===== src/rtl/uart_rx_pkg.sv =====
package uart_rx_pkg;

  typedef struct packed {
    logic [7:0] data;
    logic       ovr;
    logic       perr;
    logic       ferr;
    logic       brk;
  } rx_entry_t;

  localparam int ENTRY_W = $bits(rx_entry_t);

  typedef enum logic [2:0] {
    S_IDLE,
    S_START,
    S_DATA,
    S_PAR,
    S_STOP,
    S_STOP2,
    S_WAITHI
  } rx_state_t;

endpackage


===== src/rtl/uart_rx_sync.sv =====
module uart_rx_sync #(
  parameter int STAGES = 2
) (
  input  logic clk,
  input  logic rst_n,
  input  logic d,
  output logic q
);
  logic [STAGES-1:0] chain;

  generate
    for (genvar i = 0; i < STAGES; i++) begin : g_stage
      if (i == 0) begin : g_first
        always_ff @(posedge clk or negedge rst_n)
          if (!rst_n) chain[0] <= 1'b1;
          else        chain[0] <= d;
      end else begin : g_next
        always_ff @(posedge clk or negedge rst_n)
          if (!rst_n) chain[i] <= 1'b1;
          else        chain[i] <= chain[i-1];
      end
    end
  endgenerate

  assign q = chain[STAGES-1];
endmodule


===== src/rtl/uart_rx_deframer.sv =====
module uart_rx_deframer
  import uart_rx_pkg::*;
#(
  parameter int OVS = 16
) (
  input  logic       clk,
  input  logic       rst_n,
  input  logic       rx,
  input  logic       tick,
  input  logic       go,
  input  logic [1:0] cfg_wlen,
  input  logic       cfg_par_en,
  input  logic       cfg_par_even,
  input  logic       cfg_stop2,
  input  logic       fifo_full,
  output logic       wr_en,
  output rx_entry_t  wr_entry
);
  localparam int CW = $clog2(OVS);
  localparam logic [CW-1:0] MID  = CW'(OVS/2 - 1);
  localparam logic [CW-1:0] LAST = CW'(OVS - 1);

  rx_state_t     state;
  logic [CW-1:0] cnt;
  logic [2:0]    bitn;
  logic [7:0]    shreg;
  logic          par_acc, par_bad, any_one, ovr_pend;
  logic [1:0]    wlen_q;
  logic          pe_q, even_q, stop2_q;
  logic          at_mid;

  assign at_mid = tick && (cnt == LAST);

  always_ff @(posedge clk or negedge rst_n) begin
    if (!rst_n) begin
      state    <= S_IDLE;
      cnt      <= '0;
      bitn     <= '0;
      shreg    <= '0;
      par_acc  <= 1'b0;
      par_bad  <= 1'b0;
      any_one  <= 1'b0;
      ovr_pend <= 1'b0;
      wlen_q   <= 2'd3;
      pe_q     <= 1'b0;
      even_q   <= 1'b0;
      stop2_q  <= 1'b0;
      wr_en    <= 1'b0;
      wr_entry <= '0;
    end else begin
      wr_en <= 1'b0;
      if (tick && state != S_IDLE && state != S_WAITHI)
        cnt <= (cnt == LAST) ? '0 : cnt + 1'b1;
      case (state)
        S_IDLE: begin
          if (tick && !rx && go) begin
            state <= S_START;
            cnt   <= '0;
          end
        end
        S_START: begin
          if (tick && cnt == MID) begin
            cnt <= '0;
            if (!rx) begin
              state   <= S_DATA;
              bitn    <= '0;
              shreg   <= '0;
              par_acc <= 1'b0;
              par_bad <= 1'b0;
              any_one <= 1'b0;
              wlen_q  <= cfg_wlen;
              pe_q    <= cfg_par_en;
              even_q  <= cfg_par_even;
              stop2_q <= cfg_stop2;
            end else begin
              state <= S_IDLE;
            end
          end
        end
        S_DATA: begin
          if (at_mid) begin
            shreg   <= {rx, shreg[7:1]};
            par_acc <= par_acc ^ rx;
            any_one <= any_one | rx;
            if (bitn == ({1'b0, wlen_q} + 3'd4))
              state <= pe_q ? S_PAR : S_STOP;
            else
              bitn <= bitn + 1'b1;
          end
        end
        S_PAR: begin
          if (at_mid) begin
            par_bad <= (par_acc ^ rx) ^ ~even_q;
            any_one <= any_one | rx;
            state   <= S_STOP;
          end
        end
        S_STOP: begin
          if (at_mid) begin
            if (fifo_full) begin
              ovr_pend <= 1'b1;
            end else begin
              wr_en         <= 1'b1;
              wr_entry.data <= shreg >> (2'd3 - wlen_q);
              wr_entry.ovr  <= ovr_pend;
              wr_entry.perr <= par_bad;
              wr_entry.ferr <= ~rx;
              wr_entry.brk  <= ~rx & ~any_one;
              ovr_pend      <= 1'b0;
            end
            if (!rx)          state <= S_WAITHI;
            else if (stop2_q) state <= S_STOP2;
            else              state <= S_IDLE;
          end
        end
        S_STOP2: begin
          if (at_mid) state <= S_IDLE;
        end
        S_WAITHI: begin
          if (rx) state <= S_IDLE;
        end
        default: state <= S_IDLE;
      endcase
    end
  end

  p_start_gated_r9: assert property (@(posedge clk) disable iff (!rst_n)
    (state == S_START && $past(state) == S_IDLE) |-> $past(go));

  p_upper_zero_r3: assert property (@(posedge clk) disable iff (!rst_n)
    wr_en |-> ((16'(wr_entry.data) >> (int'(wlen_q) + 5)) == 16'd0));

  p_break_frame_r6: assert property (@(posedge clk) disable iff (!rst_n)
    (wr_en && wr_entry.brk) |-> wr_entry.ferr);

  p_no_write_full_r7: assert property (@(posedge clk) disable iff (!rst_n)
    wr_en |-> !$past(fifo_full));

  p_noparity_clean_r4: assert property (@(posedge clk) disable iff (!rst_n)
    (wr_en && !pe_q) |-> !wr_entry.perr);
endmodule


===== src/rtl/uart_rx_fifo.sv =====
module uart_rx_fifo #(
  parameter int DEPTH = 4,
  parameter int W     = 12
) (
  input  logic         clk,
  input  logic         rst_n,
  input  logic         wr_en,
  input  logic [W-1:0] wr_data,
  input  logic         rd_en,
  output logic [W-1:0] rd_data,
  output logic         empty,
  output logic         full
);
  localparam int AW = (DEPTH > 1) ? $clog2(DEPTH) : 1;
  localparam int CNTW = $clog2(DEPTH + 1);
  localparam logic [AW-1:0]   PTR_LAST = AW'(DEPTH - 1);
  localparam logic [CNTW-1:0] CNT_FULL = CNTW'(DEPTH);

  logic [W-1:0]    mem [DEPTH];
  logic [AW-1:0]   wptr, rptr;
  logic [CNTW-1:0] count;
  logic            do_wr, do_rd;

  assign empty = (count == '0);
  assign full  = (count == CNT_FULL);
  assign do_wr = wr_en && !full;
  assign do_rd = rd_en && !empty;
  assign rd_data = mem[rptr];

  always_ff @(posedge clk) begin
    if (do_wr) mem[wptr] <= wr_data;
  end

  always_ff @(posedge clk or negedge rst_n) begin
    if (!rst_n) begin
      wptr  <= '0;
      rptr  <= '0;
      count <= '0;
    end else begin
      if (do_wr) wptr <= (wptr == PTR_LAST) ? '0 : wptr + 1'b1;
      if (do_rd) rptr <= (rptr == PTR_LAST) ? '0 : rptr + 1'b1;
      case ({do_wr, do_rd})
        2'b10:   count <= count + 1'b1;
        2'b01:   count <= count - 1'b1;
        default: count <= count;
      endcase
    end
  end

  p_no_overflow_r7: assert property (@(posedge clk) disable iff (!rst_n)
    wr_en |-> !full);
endmodule


===== src/rtl/uart_rx_errq.sv =====
module uart_rx_errq
  import uart_rx_pkg::*;
#(
  parameter int OVS   = 16,
  parameter int DEPTH = 4
) (
  input  logic       clk,
  input  logic       rst_n,
  input  logic       rx_i,
  input  logic       tick16,
  input  logic       en,
  input  logic       rx_en,
  input  logic [1:0] cfg_wlen,
  input  logic       cfg_par_en,
  input  logic       cfg_par_even,
  input  logic       cfg_stop2,
  output logic       m_valid,
  input  logic       m_ready,
  output logic [7:0] m_data,
  output logic       m_ovr,
  output logic       m_perr,
  output logic       m_ferr,
  output logic       m_brk,
  output logic       fifo_empty
);
  logic      rx_s, wr_en, q_empty, q_full;
  rx_entry_t wr_entry, head;
  logic [ENTRY_W-1:0] head_bits;

  uart_rx_sync #(.STAGES(2)) u_sync (
    .clk(clk), .rst_n(rst_n), .d(rx_i), .q(rx_s)
  );

  uart_rx_deframer #(.OVS(OVS)) u_deframer (
    .clk(clk), .rst_n(rst_n), .rx(rx_s), .tick(tick16), .go(en & rx_en),
    .cfg_wlen(cfg_wlen), .cfg_par_en(cfg_par_en),
    .cfg_par_even(cfg_par_even), .cfg_stop2(cfg_stop2),
    .fifo_full(q_full), .wr_en(wr_en), .wr_entry(wr_entry)
  );

  uart_rx_fifo #(.DEPTH(DEPTH), .W(ENTRY_W)) u_fifo (
    .clk(clk), .rst_n(rst_n), .wr_en(wr_en), .wr_data(wr_entry),
    .rd_en(m_ready & ~q_empty), .rd_data(head_bits),
    .empty(q_empty), .full(q_full)
  );

  assign head       = rx_entry_t'(head_bits);
  assign m_valid    = ~q_empty;
  assign fifo_empty = q_empty;
  assign m_data     = head.data;
  assign m_ovr      = head.ovr;
  assign m_perr     = head.perr;
  assign m_ferr     = head.ferr;
  assign m_brk      = head.brk;

  p_hold_r8: assert property (@(posedge clk) disable iff (!rst_n)
    (m_valid && !m_ready) |=> (m_valid && $stable(m_data) && $stable(m_ovr)
                               && $stable(m_perr) && $stable(m_ferr) && $stable(m_brk)));
endmodule


===== config.mk =====
export PLATFORM = sky130hd
export DESIGN_NAME = uart_rx_errq
export DESIGN_NICKNAME = d
export VERILOG_FILES = /design/src/rtl/uart_rx_pkg.sv /design/src/rtl/uart_rx_sync.sv /design/src/rtl/uart_rx_deframer.sv /design/src/rtl/uart_rx_fifo.sv /design/src/rtl/uart_rx_errq.sv
export SDC_FILE = /design/constraint.sdc
export NUM_CORES = 1
export LEC_CHECK = 0
export BUFFER_PORTS_ARGS = -buffer_cell sky130_fd_sc_hd__buf_2
export CAP_MARGIN = 15
export CELL_PAD_IN_SITES_DETAIL_PLACEMENT = 1
export CELL_PAD_IN_SITES_GLOBAL_PLACEMENT = 1
export CORE_MARGIN = 5
export CORE_UTILIZATION = 46
export DETAILED_ROUTE_END_ITERATION = 6
export GPL_TIMING_DRIVEN = 0
export PLACE_DENSITY = 0.78
export SLEW_MARGIN = 25
export SYNTH_ARGS = -nofsm -noshare
export SYNTH_HDL_FRONTEND = slang
export SYNTH_SLANG_ARGS = --single-unit

===== constraint.sdc =====
create_clock -name clk -period 2.3 [get_ports clk]
set_input_delay 0.23 -clock clk [delete_from_list [all_inputs] [get_ports clk]]
set_output_delay 0.23 -clock clk [all_outputs]
set_load 0.005 [all_outputs]

Word level (Yosys, flattened, before mapping). Memory sizes are Yosys's and may differ from the RTL's. Index checks and enable logic that the tools add are counted. W data, S select, Z words.

Output and inout bits: 14. Bits in registers: 49. Memories: 1. RAM bits: 48. Word-level logic and storage cells: 141.

Equality and inequality tests: 26. Reduce and logical (&&, ||, !) cells: 27. Multiplexer cells: 44. Bitwise gates (word level): 11. Shift operators: 1. $add $sub $neg: 8.

Memories: u_fifo.mem (words 4, bits a word 12, rd ports 1, clocked after Yosys merged registers in 0, write ports 1, RTL line uart_rx_fifo.sv:19) `logic [W-1:0] mem [DEPTH];`.

Operator list (count): $mux W3 (15); $mux W8 (3); $pmux W3 S7 (1); $mux W4 (4); $ne A2 B1 Y1 const B (8); $pmux W8 S2 (1); $eq A3 B3 Y1 const B (4); $pmux W3 S2 (2); $reduce_and A4 Y1 (3); $mux W1 (11); $logic_and A1 B1 Y1 (8); $pmux W4 S2 (1); $reduce_and A8 Y1 (1); $reduce_bool A2 Y1 (4); $shr A8 B2 Y8 (1); $add A3 B1 Y3 const B (2); $eq A2 B2 Y1 const B (3); $eq A3 B2 Y1 const B (2); $logic_not A3 Y1 (2); $mux W2 (3); $ne A2 B2 Y1 const B (3); $pmux W1 S2 (3); $reduce_and A3 Y1 (2); $not A1 Y1 (5); other kinds (19) (25).

Logic depth before layout (Yosys ltp). Gate-level depths: netlist (run 1).

Depth after elaboration: 6. Mapped depth: 10.

By module. From an unflattened synthesis (run 1), not the netlist that was laid out.

Cell total of the unflattened synthesis: 305. Area total of the unflattened synthesis: 4445.5 µm².

Modules (own cells, without submodules): uart_rx_fifo (instances 1, sequential area each 1616.6 µm², area each 2217.1 µm², cells an instance 103); uart_rx_deframer (instances 1, sequential area each 1003.5 µm², area each 2159.6 µm², cells an instance 197); uart_rx_sync (instances 1, sequential area each 52.6 µm², area each 52.6 µm², cells an instance 2); uart_rx_errq (instances 1, sequential area each 0.0 µm², area each 16.3 µm², cells an instance 3).

Worst setup path after synthesis (run 1). No wires, ideal clock.

Kind: reg-to-reg. Start point: reg u_fifo.count[0]. End point: reg u_fifo.count[2]. Arrival: 1.957 ns. Slack: 0.264 ns. Setup time: 0.079 ns. Stages on the path, launching flop included: 11. Period minus slack after synthesis: 2.036 ns. Buffers on the path: 1. Cell sequence: dfrtp_1 > nor3b_1 > nor2b_1 > clkbuf_1 > inv_1 > ha_1 > inv_1 > fa_1 > xor2_1 > nor2_1 > xor2_1.

Longest elaborated chain between the ends: 6. Elaborated cells on any way between the ends: 14. Those cells by class: add/sub (2); eq/ne (3); mux (1); bitwise (2); reduce/logical (6).

Ends and longest elaborated chain: start: declaration (RTL line uart_rx_fifo.sv:21) `logic [CNTW-1:0] count;`; start signal: assignment (RTL line uart_rx_fifo.sv:43) `2'b10: count <= count + 1'b1;`; start signal: assignment (RTL line uart_rx_fifo.sv:44) `2'b01: count <= count - 1'b1;`; start signal: assignment (RTL line uart_rx_fifo.sv:45) `default: count <= count;`; $logic_not A3 Y1 (RTL line uart_rx_fifo.sv:24) `assign empty = (count == '0);`; $not A1 Y1 (RTL line uart_rx_errq.sv:43) `.rd_en(m_ready & ~q_empty), .rd_data(head_bits),`; $and A1 B1 Y1 (RTL line uart_rx_errq.sv:43); $logic_and A1 B1 Y1 (RTL line uart_rx_fifo.sv:27) `assign do_rd = rd_en && !empty;`; $eq A2 B1 Y1 or $eq A2 B2 Y1 (tied branches) (RTL line uart_rx_fifo.sv:42) `case ({do_wr, do_rd})`; $pmux W3 S2 or $reduce_bool A2 Y1 (tied branches).

Parallel ways exist; a longest one is shown, timed or not. A chain may end at the register's enable or synchronous reset.

Worst setup path after layout (run 1).
Start point: reg u_fifo.rptr[1]. End point: out m_data[5].

Longest elaborated chain between the ends: 1.

Ends and longest elaborated chain: start: declaration (RTL line uart_rx_fifo.sv:20) `logic [AW-1:0] wptr, rptr;`; start signal: assignment (RTL line uart_rx_fifo.sv:41) `if (do_rd) rptr <= (rptr == PTR_LAST) ? '0 : rptr + 1'b1;`; $mem_v2 Z4 W12; end: declaration (RTL line uart_rx_errq.sv:19) `output logic [7:0] m_data,`.

No other way between the ends.

==> metrics.yaml, run 1 <==
synth_top_family_by_area: "simple AND/OR/NAND/NOR gates"
fmax_mhz: 471
synth_adder_area_share_pct: 2.76
synth_compound_area_share_pct: 9.27
nets: 394
clockRootBuffer: "clkbuf_8"
synthToLayoutAreaGrowth_pct: 11.6
yosys.area.top_type_share_pct: 33.2
insertion_delay_ns: 0.36
track_usage_pct: 15.9
synthArstFlopShare_pct: 50.5
yosysSeqAreaShare_pct: 61.5
status: "finished, final reports clean"
vias_per_cell: 5.33
synth-simple-area-share_pct: 10.9
min_path_cells: 2
antenna_found_initial: 0
routedWlPerCell_um: 16.5
synth-edff-count: 48
place.gp.congestion: 0.799
path_delay_family: "buffers and inverters"
cts-htree-levels: 3
regArea_mm2: 0.00267
drt_pass1_iterations: 4
max_slew.worst_pin.slew_ns: 0.658
syn_avg_cell_area_um2: 12.9
yosys_register_bits: 97
cp.buffers_inverters: 2
crit_required_ns: 2.07
grt_pass1_wl_um: 14300
synthTopCellsByArea: "edfxtp_1, dfrtp_1, mux4_2"
hp-start: "cfg_wlen[1]"
grt_max_degree: 50
fin_setup_tns_ns: 0
hold_violations: 0
die_area_mm2: 0.0115
die_x_um: 107
fill_cells: 951
synth_fp_nets: 358
routed_wl_um: 8370
power.density_mw_per_mm2: 911
multi_input_area_mm2: 0.00155
dp_hpwl_um: 5930
rsz0062_at_grt: "false"
power.leakage_nw: 1.81
slowest_delay_ns: 0.51
cap_violations: 0
synth_commonest_cells: "edfxtp_1, dfrtp_1, nand2_1, nor2_1, o21ai_0"
clk_pin_slew_ns: 0.10
cts_buffers: 9
hold_ws_ns: 0.0894
synth_area_mm2: 0.00435
path_cells: "buf_1 > mux4_2 > buf_2"
grt-ovfl-total: 0
synth_warnings: 0
io_buffers: 25
ios: 26
cts_post_setup_buffers_inserted: 0
cp-end-kind: "output port"
grt_pass1_vias: 2812
vias: 2703
synthCells: 337
cp_max_fo: 10
dr.first_iter.drc_count: 111
cp-start-kind: "register"
min_path_type: "primary input to register"
cts_max_path_buffers: 2
cts_tree: "built"
finalClockSkew_ns: 0.0107
n_antenna_cell: 0
yosysMostFrequentCell: "edfxtp_1"
synthMuxAreaShare_pct: 10.5
synth_xor_area_share_pct: 1.81
die_h_um: 107
cts_sinks: 97
setup_viol: 0
worstPathArrival_ns: 1.89
drive_gt1_share_pct: 20.9
r2r_cells: 5
post-route-min-period_ns: 2.12
ant_nets: 0
crit-reg2reg-launch: "u_deframer.cnt[0]"
ir_drop_v: 0.000465
worstReg2RegEnd: "u_deframer.state[1]"
synth_top_area_cell: "edfxtp_1"
synth_flop_cell: "edfxtp_1"
drc: 0
r2r_slack_ns: 0.21
start_util_pct: 47.0
hold_end: "u_deframer.wlen_q[1]"
criticalPathCategory: "register to output port"
coreArea_mm2: 0.00924
yosysUniqueCellTypes: 53
rows: 35
fin_crit_sh_pct: 92.3
slew_viol_final: 0
slew-limit-headroom_pct: 55.0
crit_slowest_cell: "buf_1"
==> layout by cell type, fill, tap and decap left out, types with 6 or more instances in the layout <==
| cell | n |
|---|---|
| mux4_2 | 13 |
| nor2_1 | 18 |
| dfrtp_1 | 44 |
| nand2_1 | 42 |
| clkbuf_1 | 7 |
| nor3_1 | 7 |
| buf_2 | 28 |
| edfxtp_1 | 48 |
| o21ai_0 | 16 |
| and2_1 | 6 |
| inv_1 | 14 |
| o21ai_1 | 7 |
| a21oi_1 | 12 |
| ha_1 | 8 |
| mux2_2 | 10 |
| clkbuf_8 | 9 |
==> worst register-to-register path: stages, from the launching register on <==
cell and delay, ns:
dfrtp_1 0.42, ha_1 0.28, nand3_1 0.29, nor2b_1 0.13
a2111oi_0 0.66, o32a_1 0.25
==> layer usage <==
metal / routed length (um) / share of wire, % / up-vias / GRT usage, %
li1: - / - / 1301 / -
met1: 3880 / 46 / 1358 / 21.3
met2: 4170 / 50 / 33 / 25.9
met3: 209 / 2.5 / 11 / 2.29
met4: 116 / 1.4 / 0 / 6.58
met5: 0 / 0 / - / 0
==> metrics by stage <==
step	setup slack (ns)	power (mW)	cells	utilization, %	cell area (um^2)
3_3_place_gp	0.00420	3.32	491	50.1	4630
3_5_place_dp	-0.0401	3.38	491	50.2	4640
2_1_floorplan	0.264	3.06	337	-	4350
6_report	0.178	4.42	507	52.5	4850
4_1_cts	0.0268	4.46	508	52.4	4840
5_1_grt	0.0457	4.71	507	52.5	4850
==> area by class of cell <==
| class | count | share of cell area [%] |
|---|---|---|
| clock buffers | 9 | 2.55 |
| well taps | 129 | 3.33 |
| clock inverters | 7 | 1.21 |
| multi-input cells | 208 | 31.9 |
| plain buffers | 16 | 1.73 |
| inverters | 14 | 1.08 |
| flip-flops and latches | 97 | 55.1 |
| repair buffers | 27 | 3.04 |
==> timing repair <==
action / 4_1_cts / 5_1_grt
hold endpoints to repair: 46 / 0
setup endpoints to repair: 9 / 6
hold buffers: 2 / 0
pin swaps: 0 / 1
resized for setup: 2 / 4
==> power breakdown <==
| part | internal, mW | switching (mW) |
|---|---|---|
| Sequential | 1.97 | 0.179 |
| Combinational | 0.549 | 0.656 |
| Clock | 0.415 | 0.648 |
| Total | 2.94 | 1.48 |
==> worst max-delay path by stage <==
stage	slack (ns)	cells after the start	end	from
finish	0.18	3	m_data[5]	u_fifo.rptr[1]
floorplan	0.26	10	u_fifo.count[2]	u_fifo.count[0]
global placement	0.004	10	u_fifo.count[2]	u_fifo.count[0]
global route	0.05	3	m_data[4]	u_fifo.rptr[0]
detailed placement	-0.04	10	u_fifo.count[2]	u_fifo.count[0]
CTS	0.03	10	u_fifo.count[2]	u_fifo.count[0]
==> flip-flops by register name, indices dropped and copies added, names as in the netlist, 2 cells and up <==
signal               count
u_deframer.shreg         8
u_fifo.wptr              2
u_deframer.state         3
u_deframer.wlen_q        2
u_fifo.mem              48
u_deframer.wr_entry     12
u_deframer.cnt           4
u_fifo.rptr              2
u_fifo.count             3
u_deframer.bitn          3
==> cell families after synthesis <==
family / after synthesis
simple gates: 99
flops: 97
compound gates: 63
buf+inv: 32
mux: 28
xor+xnor: 9
fa+ha+maj: 9
Note: power is estimated with default switching activity, not from simulation.
==> run 2: changes to the inputs <==
- ABC_AREA: unset -> 1
- PLACE_DENSITY: 0.78 -> 0.82
==> metrics.yaml, run 2 <==
status: "finished, final reports clean"
n_antenna_cell: 0  # unchanged
post-route-min-period_ns: 2.13  # +0.0105 ns
slew_viol_final: 0  # unchanged
fin_crit_sh_pct: 92.7  # +0.46 points
grt_pass1_wl_um: 16600  # +16%
largest_reg_flops: 48  # unchanged
coreArea_mm2: 0.00928  # +0.47%
crit_slowest_cell: "dfrtp_1"
post-place-cells: 598  # +22%
cts_buffers: 9  # unchanged
crit_required_ns: 2.07  # about the same
synth_flop_cell: "edfxtp_1"
drc: 0  # unchanged
syn_avg_cell_area_um2: 9.90  # -23%
fmax_mhz: 469  # -0.49%
cap_violations: 0  # unchanged
synthTopCellsByArea: "edfxtp_1, dfrtp_1, nand2_1"
swShare_pct: 39.3  # +5.7 points
multi_input_area_mm2: 0.00149  # -4.0%
synth_fp_nets: 465  # +30%
grt_max_degree: 50  # unchanged
worstPathArrival_ns: 1.90  # about the same
hold_violations: 0  # unchanged
dr.first_iter.drc_count: 93  # -16%
min_path_type: "primary input to register"
routed_wl_um: 9580  # +14%
yosys.area.top_type_share_pct: 32.8  # -0.36 points
p_int_mw: 3.11  # +6.0%
cp-end-kind: "output port"
die_x_um: 108  # +0.49%
slew-limit-headroom_pct: 51.0  # -4.0 points
regArea_mm2: 0.00267  # about the same
sequentialPowerShare_pct: 44.2  # -4.5 points
comb_power_share_pct: 35.3  # +8.0 points
synthCells: 444  # +32%
start_util_pct: 47.3  # +0.29 points
routedWlPerCell_um: 15.5  # -5.9%
synth-edff-count: 48  # unchanged
io_buffers: 25  # unchanged
cts_sinks: 97  # unchanged
max_slew.worst_pin.slew_ns: 0.734  # +0.0764 ns
yosys_register_bits: 97  # unchanged
nets: 503  # +28%
cp-start-kind: "register"
power_switching_mw: 2.01  # +36%
slowest_delay_ns: 0.53  # +0.02 ns
clockPowerShare_pct: 20.5  # -3.6 points
power.leakage_nw: 2.13  # +18%
final_common_cell: "nand2_1"
finalClockSkew_ns: 0.0132  # +0.00251 ns
ios: 26  # unchanged
die_area_mm2: 0.0116  # +0.99%
synth_area_mm2: 0.00439  # +1.1%
cts_post_setup_buffers_inserted: 0  # unchanged
yosysSeqAreaShare_pct: 60.8  # -0.67 points
cts-htree-levels: 3  # unchanged
layout_common_cells: "nand2_1, o21ai_0, edfxtp_1"
top_register: "u_fifo.mem"
cp.buffers_inverters: 2  # unchanged
yosysMostFrequentCell: "nand2_1"
criticalPathCategory: "register to output port"
fin_setup_tns_ns: 0  # unchanged
hold_ws_ns: 0.0982  # +0.00878 ns
cts_tree: "built"
antenna_found_initial: 0  # unchanged
vias: 3177  # +18%
synth_warnings: 0  # unchanged
setup_viol: 0  # unchanged
clk_pin_slew_ns: 0.11  # about the same
fill_cells: 1081  # +14%
rsz0062_at_grt: "false"
synth_commonest_cells: "nand2_1, o21ai_0, edfxtp_1, nor2_1, dfrtp_1"
cp_max_fo: 10  # unchanged
synthToLayoutAreaGrowth_pct: 11.8
rows: 35  # unchanged
insertion_delay_ns: 0.36  # about the same
ant_nets: 0  # unchanged
clockRootBuffer: "clkbuf_8"
reg_top3: "u_fifo.mem (48), u_deframer.wr_entry (12), u_deframer.shreg (8)"
yosysUniqueCellTypes: 34  # -36%
dp_hpwl_um: 6670  # +12%
path_cells: "clkbuf_1 > o21ai_0 > o22ai_1 > buf_2"
cts_max_path_buffers: 2  # unchanged
grt_pass1_vias: 3388  # +20%
ir_drop_v: 0.000469  # +0.84%
path_delay_family: "buffers and inverters"
fin_cells: 616  # +21%
vias_per_cell: 5.16  # -3.3%
place.gp.congestion: 0.826  # +3.4%
track_usage_pct: 18.1  # +2.3 points
power.density_mw_per_mm2: 1040  # +15%
grt-ovfl-total: 0  # unchanged
drt_pass1_iterations: 4  # unchanged
drive_gt1_share_pct: 16.8  # -4.1 points
die_h_um: 108  # +0.49%
synthArstFlopShare_pct: 50.5  # unchanged
synth_top_area_cell: "edfxtp_1"
==> run 2: cell types whose count changed in the layout (fill, tap and decap cells not counted), moves of 6 or more <==
cell,before,now
nand2_1,42,83
nor3_1,7,1
mux2_2,10,0
nor2_1,18,43
inv_1,14,40
o21ai_0,16,59
nand3_1,3,25
mux4_2,13,0
and2_1,6,0
o22ai_1,1,12
==> run 2: tightest hold or removal path, stage by stage <==
cell and delay [ns]:
buf_2 0.09, inv_1 0.04, o21ai_1 0.06
==> run 2: final timing paths <==
| kind | startpoint | cells past startpoint | endpoint | slack, ns |
|---|---|---|---|---|
| min reg2reg | u_sync.chain[0] | 0 | u_sync.q | 0.36 |
| max | u_fifo.rptr[0] | 4 | m_data[1] | 0.17 |
| min | cfg_par_en | 3 | u_deframer.pe_q | 0.1 |
| min in group asynchronous | rst_n | 2 | u_deframer.bitn[0] | 0.40 |
| max reg2reg | u_fifo.count[1] | 9 | u_fifo.count[2] | 0.22 |
| max in group asynchronous | rst_n | 2 | u_fifo.count[0] | 1.44 |
==> run 2: area by class of cell <==
cell class              instances  share of cell area (%)
plain buffers                  16                    1.81
multi-input cells             286                    30.3
well taps                     129                    3.29
clock buffers                   9                    2.52
flip-flops and latches         97                    54.4
clock inverters                 7                    1.22
inverters                      45                    3.49
repair buffers                 27                    3.01
==> run 2: power groups by stage <==
stage / combinational (mW) / sequential [mW] / clock (mW)
2_1_floorplan: 1.24 / 2.24 / 0
3_3_place_gp: 1.69 / 2.29 / 0
3_5_place_dp: 1.79 / 2.30 / 0
4_1_cts: 1.83 / 2.27 / 1.08
5_1_grt: 2.07 / 2.30 / 1.16
6_report: 1.81 / 2.27 / 1.05
==> run 2: repair_timing <==
item	CTS	global route
endpoints found under the setup margin	3	7
hold buffers	2	0
hold endpoints to repair	46	0
resized for setup	2	4
==> run 2: logic make-up (layout without fill, tap and decap cells) <==
family | count (synthesis) | count (layout) | share of synthesized area (%)
XOR/XNOR | 4 | 4 | 0.797
adder cells (fa/ha/maj) | 9 | 9 | 2.73
AO/OA/AOI/OAI | 98 | 98 | 11.8
AND/OR/NAND/NOR | 175 | 175 | 18.0
buffers and inverters | 61 | 104 | 5.87
flip-flops | 97 | 97 | 60.8
==> run 2: stage by stage <==
step | power [mW] | util, % | area, um^2 | setup slack, ns
floorplan | 3.47 | - | 4390 | 0.394
global placement | 3.98 | 50.4 | 4680 | 0.175
global route | 5.54 | 52.9 | 4910 | 0.0129
finish | 5.13 | 52.9 | 4910 | 0.167
detailed placement | 4.09 | 50.5 | 4690 | 0.0460
CTS | 5.18 | 52.8 | 4900 | 0.0329
==> run 2: per-layer routing <==
layer	GRT usage [%]	vias up	wire [um]
met5	0	-	0
met4	3.70	0	75
met3	3.36	5	257
met2	32.2	37	5040
met1	23.1	1573	4210
li1	-	1562	-
